$ cat src/rtl/nmx_pkg.sv
package nmx_pkg;
    localparam int LG_W    = 5;
    localparam int MAX_LG  = 16;
    localparam int INSTR_W = LG_W + 2;
    localparam int PAIR_W  = MAX_LG - 1;

    typedef enum logic [1:0] {
        STAT_IDLE = 2'd0,
        STAT_GO   = 2'd1,
        STAT_END  = 2'd2
    } stat_e;

    typedef enum logic [2:0] {
        F_IDLE,
        F_DECODE,
        F_RUN,
        F_NEXT,
        F_END
    } fsm_e;

    typedef struct packed {
        logic [LG_W-1:0] lg;
        logic            rm;
        logic            op;
    } instr_t;
endpackage

$ cat src/rtl/nmx_instr_q.sv
module nmx_instr_q
    import nmx_pkg::*;
#(
    parameter int DEPTH = 2,
    localparam int CNT_W = $clog2(DEPTH + 1)
) (
    input  logic             clk,
    input  logic             rst_n,
    input  logic             push,
    input  logic             clear,
    input  instr_t           wr_instr,
    input  logic [CNT_W-1:0] rd_idx,
    output instr_t           rd_instr,
    output logic [CNT_W-1:0] count
);
    instr_t slot_q [DEPTH];
    logic   full;

    assign full = (count == CNT_W'(DEPTH));

    for (genvar g = 0; g < DEPTH; g++) begin : g_slot
        always_ff @(posedge clk or negedge rst_n) begin
            if (!rst_n)
                slot_q[g] <= '0;
            else if (push && !full && count == CNT_W'(g))
                slot_q[g] <= wr_instr;
        end
    end

    always_ff @(posedge clk or negedge rst_n) begin
        if (!rst_n)
            count <= '0;
        else if (clear)
            count <= '0;
        else if (push && !full)
            count <= count + CNT_W'(1);
    end

    always_comb begin
        rd_instr = '0;
        for (int i = 0; i < DEPTH; i++)
            if (rd_idx == CNT_W'(i))
                rd_instr = slot_q[i];
    end


    q_no_overflow_chk: assert property (@(posedge clk) disable iff (!rst_n)
        count <= CNT_W'(DEPTH));
endmodule

$ cat src/rtl/nmx_stage_ctr.sv
module nmx_stage_ctr #(
    parameter int LG_W   = 5,
    parameter int PAIR_W = 15
) (
    input  logic            clk,
    input  logic            rst_n,
    input  logic            load,
    input  logic [LG_W-1:0] lg_in,
    input  logic            adv,
    output logic [LG_W-1:0] stage,
    output logic            last_stage,
    output logic            xfer_done
);
    logic [LG_W-1:0]   lg_q;
    logic [PAIR_W-1:0] pair_q;
    logic [PAIR_W-1:0] lim;
    logic              stage_end;

    assign lim = (lg_q >= LG_W'(2))
               ? ((PAIR_W'(1) << (lg_q - LG_W'(2))) - PAIR_W'(1))
               : '0;
    assign last_stage = (stage == lg_q - LG_W'(1));
    assign stage_end  = adv && (pair_q == lim);
    assign xfer_done  = stage_end && last_stage;

    always_ff @(posedge clk or negedge rst_n) begin
        if (!rst_n) begin
            lg_q   <= '0;
            stage  <= '0;
            pair_q <= '0;
        end else if (load) begin
            lg_q   <= lg_in;
            stage  <= '0;
            pair_q <= '0;
        end else if (stage_end) begin
            pair_q <= '0;
            if (!last_stage)
                stage <= stage + LG_W'(1);
        end else if (adv) begin
            pair_q <= pair_q + PAIR_W'(1);
        end
    end


    stage_in_range_chk: assert property (@(posedge clk) disable iff (!rst_n)
        (lg_q != '0) |-> (stage < lg_q));
endmodule

$ cat src/rtl/nmx_mode_gen.sv
module nmx_mode_gen (
    input  logic       running,
    input  logic       op_inv,
    input  logic       rm_en,
    input  logic       last_stage,
    output logic [2:0] mode_sel,
    output logic       iq_swap,
    output logic       rd_en,
    output logic       wr_en
);
    always_comb begin
        mode_sel = 3'b000;
        if (running) begin
            unique case ({op_inv, rm_en})
                2'b00: mode_sel = 3'b000;
                2'b01: mode_sel = 3'b001;
                2'b10: mode_sel = 3'b010;
                2'b11: mode_sel = 3'b110;
                default: mode_sel = 3'b000;
            endcase
        end
        iq_swap = running && op_inv && last_stage;
        rd_en   = running;
        wr_en   = running;
    end
endmodule

$ cat src/rtl/nmx_xform_seq.sv
module nmx_xform_seq
    import nmx_pkg::*;
#(
    parameter int DATA_W = 64,
    parameter int RANK_W = 2,
    parameter int QDEPTH = 2,
    localparam int QCNT_W = $clog2(QDEPTH + 1)
) (
    input  logic              clk,
    input  logic              rst_n,
    input  logic              host_instr_we,
    input  logic              host_stat_we,
    input  logic [RANK_W-1:0] host_wr_rank,
    input  logic [DATA_W-1:0] host_wdata,
    input  logic              pair_done,
    output logic [1:0]        status,
    output logic [2:0]        mode_sel,
    output logic              iq_swap,
    output logic              buf_rd_en,
    output logic              buf_wr_en,
    output logic [LG_W-1:0]   stage_idx
);
    fsm_e              st_q, st_n;
    stat_e             stat_q;
    logic [QCNT_W-1:0] rd_ptr_q, q_count;
    instr_t            q_rd, instr_in;
    logic              cur_op_q, cur_rm_q;
    logic              q_push, q_clear, dec_ok, ld, running, adv;
    logic              last_stage, xfer_done;
    logic              unused_rank, unused_hi;

    // Rank and upper data bits carry nothing for this unit: broadcast accept.
    assign unused_rank = ^host_wr_rank;
    assign unused_hi   = ^host_wdata[DATA_W-1:INSTR_W];

    assign instr_in = instr_t'(host_wdata[INSTR_W-1:0]);
    assign q_push   = host_instr_we && (st_q == F_IDLE);
    assign q_clear  = host_stat_we && (host_wdata[1:0] == STAT_IDLE);
    assign dec_ok   = (q_rd.lg != '0) && (q_rd.lg <= LG_W'(MAX_LG));
    assign running  = (st_q == F_RUN);
    assign adv      = running && pair_done;
    assign status   = stat_q;

    nmx_instr_q #(.DEPTH(QDEPTH)) i_queue (
        .clk      (clk),
        .rst_n    (rst_n),
        .push     (q_push),
        .clear    (q_clear),
        .wr_instr (instr_in),
        .rd_idx   (rd_ptr_q),
        .rd_instr (q_rd),
        .count    (q_count)
    );

    nmx_stage_ctr #(.LG_W(LG_W), .PAIR_W(PAIR_W)) i_stage (
        .clk        (clk),
        .rst_n      (rst_n),
        .load       (ld),
        .lg_in      (q_rd.lg),
        .adv        (adv),
        .stage      (stage_idx),
        .last_stage (last_stage),
        .xfer_done  (xfer_done)
    );

    nmx_mode_gen i_mode (
        .running    (running),
        .op_inv     (cur_op_q),
        .rm_en      (cur_rm_q),
        .last_stage (last_stage),
        .mode_sel   (mode_sel),
        .iq_swap    (iq_swap),
        .rd_en      (buf_rd_en),
        .wr_en      (buf_wr_en)
    );

    // State register
    always_ff @(posedge clk or negedge rst_n) begin
        if (!rst_n) st_q <= F_IDLE;
        else        st_q <= st_n;
    end

    // Next state
    always_comb begin
        st_n = st_q;
        unique case (st_q)
            F_IDLE:   if (stat_q == STAT_GO)
                          st_n = (q_count == '0) ? F_END : F_DECODE;
            F_DECODE: st_n = dec_ok ? F_RUN : F_END;
            F_RUN:    if (xfer_done) st_n = F_NEXT;
            F_NEXT:   st_n = ((rd_ptr_q + QCNT_W'(1)) < q_count) ? F_DECODE : F_END;
            F_END:    st_n = F_IDLE;
            default:  st_n = F_IDLE;
        endcase
    end

    // Per-state control outputs
    always_comb begin
        ld = (st_q == F_DECODE) && dec_ok;
    end

    always_ff @(posedge clk or negedge rst_n) begin
        if (!rst_n) begin
            rd_ptr_q <= '0;
            cur_op_q <= 1'b0;
            cur_rm_q <= 1'b0;
        end else begin
            if (st_q == F_IDLE)      rd_ptr_q <= '0;
            else if (st_q == F_NEXT) rd_ptr_q <= rd_ptr_q + QCNT_W'(1);
            if (ld) begin
                cur_op_q <= q_rd.op;
                cur_rm_q <= q_rd.rm;
            end
        end
    end

    always_ff @(posedge clk or negedge rst_n) begin
        if (!rst_n)
            stat_q <= STAT_IDLE;
        else if (host_stat_we && host_wdata[1:0] != 2'd3)
            stat_q <= stat_e'(host_wdata[1:0]);
        else if (st_q == F_END)
            stat_q <= STAT_END;
    end


    mode_legal_chk: assert property (@(posedge clk) disable iff (!rst_n)
        (mode_sel == 3'b000 || mode_sel == 3'b001 ||
         mode_sel == 3'b010 || mode_sel == 3'b110));


    iq_final_chk: assert property (@(posedge clk) disable iff (!rst_n)
        iq_swap |-> (mode_sel[1] && buf_wr_en));


    stage_step_chk: assert property (@(posedge clk) disable iff (!rst_n)
        (buf_wr_en && $past(buf_wr_en)) |->
        (stage_idx == $past(stage_idx) || stage_idx == $past(stage_idx) + 1));
endmodule

$ cat config.mk
export PLATFORM = sky130hd
export DESIGN_NAME = nmx_xform_seq
export DESIGN_NICKNAME = d
export VERILOG_FILES = /design/src/rtl/nmx_pkg.sv /design/src/rtl/nmx_instr_q.sv /design/src/rtl/nmx_stage_ctr.sv /design/src/rtl/nmx_mode_gen.sv /design/src/rtl/nmx_xform_seq.sv
export SDC_FILE = /design/constraint.sdc
export NUM_CORES = 1
export LEC_CHECK = 0
export ABC_CLOCK_PERIOD_IN_PS = 5200
export BUFFER_PORTS_ARGS = -buffer_cell sky130_fd_sc_hd__clkbuf_2
export CORE_MARGIN = 10
export CORE_UTILIZATION = 51
export DETAILED_ROUTE_END_ITERATION = 8
export PLACE_DENSITY = 0.81
export SLEW_MARGIN = 10
export SYNTH_ARGS = -nofsm -noshare
export SYNTH_HDL_FRONTEND = slang
export SYNTH_HIERARCHICAL = 1
export SYNTH_SLANG_ARGS = --single-unit
$ cat constraint.sdc
create_clock -name clk -period 5.2 [get_ports clk]
set_input_delay 1.3 -clock clk [delete_from_list [all_inputs] [get_ports clk]]
set_output_delay 1.3 -clock clk [all_outputs]
set_load 0.1 [all_outputs]
### Word-level counts from Yosys, hierarchy flattened

Cells that the tools add are included.

| cells by class | value |
|---|---|
| multiplexer cells | 23 |
| add/sub/neg operators | 7 |
| magnitude comparators | 3 |
| reduce and logical (&&, ||, !) cells | 27 |
| shift-type cells | 1 |
| eq/ne operators | 17 |

Operators with widths:

| cell | number |
|---|---|
| 15-bit 2-to-1 mux | 4 |
| 3-bit case mux with 4 select lines | 2 |
| 3-bit 2-to-1 mux | 6 |
| 15-bit by 1-bit adder with 15-bit output (second input constant) | 1 |
| 15-bit == test | 1 |
| 5-bit 2-to-1 mux | 3 |
| 1-bit by 5-bit left shift with 15-bit output (first input constant) | 1 |
| 15-bit by 1-bit subtractor with 15-bit output (second input constant) | 1 |
| 7-bit 2-to-1 mux | 2 |
| 1-bit logical AND | 13 |
| 2-bit 2-to-1 mux | 6 |
| 2-bit by 1-bit == test with 1-bit output (second input constant) | 4 |
| 2-bit logical NOT | 4 |
| 2-bit nonzero test | 4 |
| 2-bit == test (second input constant) | 3 |
| 3-bit by 2-bit == test with 1-bit output (second input constant) | 2 |
| 2-bit inequality test (second input constant) | 3 |
| 5-bit by 1-bit adder with 5-bit output (second input constant) | 1 |
| 5-bit == test | 1 |
| 5-bit by 2-bit greater-or-equal comparator with 1-bit output (second input constant) | 1 |
| 5-bit <= comparator (second input constant) | 1 |
| 5-bit nonzero test | 1 |
| 5-bit by 1-bit subtractor with 5-bit output (second input constant) | 1 |
| 5-bit by 2-bit subtractor with 5-bit output (second input constant) | 1 |
| other kinds (9) | 11 |

| word-level totals | value |
|---|---|
| register bits after elaboration | 50 |
| output and inout bits | 13 |
| bits of input ports | 71 |
| word-level logic and storage cells | 93 |

### Depth between registers and ports, before layout

| logic depth | value |
|---|---|
| depth in word-level cells | 9 |
| depth in mapped cells | 22 |
| gate-level depth less buffers | 18 |

### Cells and area by module

Netlist, hierarchy kept.

By module, submodules not included:

| module | times used | sequential area each (um2) | cells an instance | area each (um2) |
|---|---|---|---|---|
| nmx_stage_ctr | 1 | 625.6 | 357 | 2765.2 |
| nmx_instr_q | 1 | 400.4 | 58 | 782.0 |
| nmx_xform_seq | 1 | 225.2 | 59 | 574.3 |
| nmx_mode_gen | 1 | 0.0 | 6 | 46.3 |

### Least setup slack after synthesis

Ideal clock, no wire load.

| timing | value |
|---|---|
| kind | register to register |
| start point | reg i_stage.lg_q[1] |
| end point | reg i_stage.stage[2] |
| buffers on the path | 3 |
| data required time | 5075 ps |
| setup time | 125 ps |
| arrival time | 4979 ps |
| period minus slack after synthesis | 5104 ps |
| slack | 96 ps |
| stages on the path, launching flop included | 20 |
| path through | dfrtp_1 inv_1 ha_1 buf_2 or2_1 or3_1 clkbuf_1 a21oi_1 nand2_1 ha_1 or4b_1 nor4_1 nor3_1 o211a_1 a211o_1 or4_1 or4_1 buf_2 nor4_1 mux2_2 |

| on the way | value |
|---|---|
| cells in the longest elaborated chain, start to end | 8 |
| elaborated cells on any way between the ends | 12 |
| classes of those cells | add/sub: 3; order compare: 1; eq/ne: 3; shift: 1; mux: 1; reduce/logical: 3 |

RTL lines:

| item | RTL line | source |
|---|---|---|
| from (decl) | nmx_stage_ctr.sv:14 | `logic [LG_W-1:0] lg_q;` |
| from (signal assigned) | nmx_stage_ctr.sv:32 | `lg_q <= lg_in;` |
| 5-bit by 2-bit subtractor with 5-bit output | nmx_stage_ctr.sv:20 | `? ((PAIR_W'(1) << (lg_q - LG_W'(2))) - PAIR_W'(1))` |
| 1-bit by 5-bit left shift with 15-bit output | nmx_stage_ctr.sv:20 |  |
| 15-bit by 1-bit subtractor with 15-bit output | nmx_stage_ctr.sv:20 |  |
| 15-bit 2-to-1 mux | nmx_stage_ctr.sv:20 |  |
| 15-bit == test | nmx_stage_ctr.sv:23 | `assign stage_end = adv && (pair_q == lim);` |
| 1-bit logical AND | nmx_stage_ctr.sv:23 |  |
| 2-bit nonzero test (no line) | - |  |
| 2-bit AND reduction (no line) (*) | - |  |
| to (signal assigned) | nmx_stage_ctr.sv:38 | `stage <= stage + LG_W'(1);` |
| to (decl) | nmx_stage_ctr.sv:10 | `output logic [LG_W-1:0] stage,` |

Every way passes the cells marked *; elsewhere a longest branch is shown, timed or not.
A chain may end at the register's enable or synchronous reset.

### Worst setup path in the final report

| timing | value |
|---|---|
| start point | reg i_stage.lg_q[2] |
| end point | reg i_stage.stage[3] |

Same word-level chain as after synthesis.

==> flow_summary_export.csv <==
group,metric,value,unit
synth,synth_compound_area_share,15.8,%
sta,fmaxAchievable,203,MHz
worst_setup_path,end_kind,"register",
place,post-dp-hpwl,7920,um
route,first_iter_violations,231,
route,antenna_left,0,
outcome,outcome,"finished clean",
synth,synth_area_leader_cell,"dfrtp_1",
clocking,clock_latency,0.30,ns
synth,postSynth.asyncResetShare,100,%
grt,antenna_found_initial,0,
sta,relSlewSlack,47.1,%
synth,yosysSeqAreaShare,30.0,%
worst_setup_path,arrival,5.11,ns
cells_and_area,antenna_cells,0,
worst_setup_path,startpoint_type,"register",
place,io_buffers,24,
synth,synthesis.nets,565,
sta,finalSetupViolations,0,
synth,synth.avg_cell_area,8.68,sq um
floorplan,die-area,12200,sq um
route,viasPerCell,6.26,
synth,syn-cell-area,4170,sq um
sta,fin_skew,0.00735,ns
synth,synthAdderAreaFrac,4.20,%
route,firstDrtPassIters,5,
synth,ys_warn_count,6,
floorplan,num_rows,32,
grt,grt.total_usage,16.3,%
synth,syn_inst,480,
worst_setup_path,cp_max_fo,7,
clocking,cts_num_sinks,50,
cells_and_area,area_delta_synth_final,7.48,%
synth,synth_mux_area_share,9.16,%
power_and_ir_drop,power.leakage,1.90,nW
sta,tightest_slew,0.787,ns
route,routed_wirelength,10400,um
cells_and_area,drive_above_1_share,20.0,%
clocking,clockRootBuffer,"clkbuf_8",
sta,finalWorstPathRequiredPeriod,4.92,ns
synth,synth_area_leaders,"dfrtp_1 (30%), mux2_2 (5.4%), nor2_1 (5.0%), ha_1 (4.2%), xor2_1 (3.4%)",
worst_setup_path,worst-endpoint-required,5.39,ns
synth,netlist.area_leader.share,30.0,%
route,route.detailed.drc,0,
synth,yosys_most_used_dff,"dfrtp_1",
floorplan,coreArea,7850,sq um
synth,synth_simple_gate_area_share,28.9,%
grt,grt_overflow_total,0,
clocking,htreeDepth,2,
worst_hold_path,hold_path_class,"reg2reg",
synth,synth_top_family_by_area,"simple AND/OR/NAND/NOR gates",
floorplan,die_h,110,um
clocking,cts_buffers,5,
clocking,clk_pin_slew,0.09,ns
synth,synth_edf_count,0,
clocking,cts_max_path_buffers,2,
synth,synth.distinct_cells,86,
flow_run,cap_violations,0,
sta,rsz0062_at_grt,"no",
route,wl_per_cell,17.4,um
clocking,cts_tree,"done",
place,gp_congestion,0.960,
floorplan,ios,84,
power_and_ir_drop,power,2.66,mW
sta,timing.setup.tns,0,ns
synth,ys_ff_latch,50,
sta,hold_violations,0,
power_and_ir_drop,peakVddDrop,0.417,mV
clocking,postCtsSetupBuffers,0,
sta,fin_crit_sh,94.6,%
route,vias,3728,
cells_and_area,final_nets,578,
worst_setup_path,critPathKind,"reg2reg",
cells_and_area,final_cell_mix,"nor2_1 (55), dfrtp_1 (50), nand2_1 (35)",
floorplan,die_w,110,um
grt,grt_pass1_vias,3749,
cells_and_area,layout_commonest_cell,"nor2_1",
floorplan,initial_core_util,53.1,%
grt,grt_max_degree,51,
grt,grt_pass1_wl,17700,um
power_and_ir_drop,power_density,594,nW/um^2
synth,synth_xor_area_share,6.00,%
sta,slew_violations,0,
clocking,postCtsHoldBufs,0,
==> metal layers <==
metal	global-route usage, %	up-vias	wire, um
met5	0	-	0
met4	6.30	0	277
met3	2.65	30	634
met2	27.8	155	5070
met1	19.9	1777	4410
li1	-	1766	-
==> critical path, stage by stage, from the launching register on <==
cell	delay (ns)
dfrtp_1	0.35
inv_1	0.08
ha_1	0.20
or2_1	0.25
or3_1	0.42
a21oi_2	0.22
nand2_1	0.09
ha_1	0.23
or4b_1	0.49
nor4_1	0.24
nor3_1	0.15
o211a_1	0.17
a211o_1	0.26
or4_1	0.45
or4_4	0.51
nor4_1	0.32
mux2_2	0.37
==> through the flow <==
stage	util, %	cell area [sq um]	hold slack [ns]	cells	worst slack (ns)
after global placement	55.4	4350	0.486	588	0.211
after CTS	56.8	4460	0.514	596	0.127
final	57.1	4480	0.513	596	0.279
after global routing	57.1	4480	0.531	596	0.0146
after detailed placement	55.4	4350	0.493	588	0.142
after floorplan	-	4170	0.479	480	0.0959
==> worst paths after layout <==
path                                   startpoint                 to  slack [ns]  cells after the start
max in group asynchronous                   rst_n  i_stage/pair_q[1]        3.69                      2
worst max register to register    i_stage/lg_q[2]   i_stage/stage[3]        0.28                     16
min in group asynchronous                   rst_n   i_queue/count[1]        1.08                      2
worst min-delay path            i_queue/slot_q[0]  i_queue/slot_q[0]        0.51                      1
worst max-delay path              i_stage/lg_q[2]   i_stage/stage[3]        0.28                     16
worst min register to register  i_queue/slot_q[0]  i_queue/slot_q[0]        0.51                      1
==> cell usage after synthesis (all sizes together), types with 6 or more instances <==
master and number:
a21oi 19, and3 8, buf 17, clkbuf 16
dfrtp 50, ha 14, inv 18, mux2 22
mux2i 13, nand2 39, nand2b 7, nand3 13
nand4 9, nor2 55, nor2b 10, nor3 16
nor4 14, o21ai 19, or3 6, xnor2 10
xor2 16
==> area by class of cell <==
cell class	count	area, sq um
clock buffers	6	72.6
fillers	738	3370
inverters	18	67.6
clock inverters	2	37.5
flip-flops and latches	50	1250
multi-input cells	379	2690
repair buffers	39	233
well taps	102	128
==> state kept, by name (all words and copies together), names as in the netlist <==
name	count
cur_op_q	1
rd_ptr_q	2
i_queue/slot_q	14
i_queue/count	2
status	2
i_stage/pair_q	15
st_q	3
cur_rm_q	1
i_stage/lg_q	5
i_stage/stage	5
==> cells by family (layout without fill, tap and decap cells) <==
group,count (synthesis),after routing
AND/OR/NAND/NOR,212,212
AO/OA/AOI/OAI,91,91
buffers and inverters,51,65
flip-flops,50,50
multiplexers,35,35
XOR/XNOR,27,27
adder cells (fa/ha/maj),14,14
==> report_power, final <==
| part | switching [mW] | internal [mW] | total (mW) |
|---|---|---|---|
| combinational | 1.11 | 0.664 | 1.77 |
| sequential | 0.116 | 0.502 | 0.618 |
| clock | 0.130 | 0.144 | 0.273 |
| total | 1.35 | 1.31 | 2.66 |
==> repair_timing <==
action,CTS,global route
endpoints found under the hold margin,0,0
gates resized for setup,0,5
endpoints found under the setup margin,0,16
(Power assumes the default switching activity.)
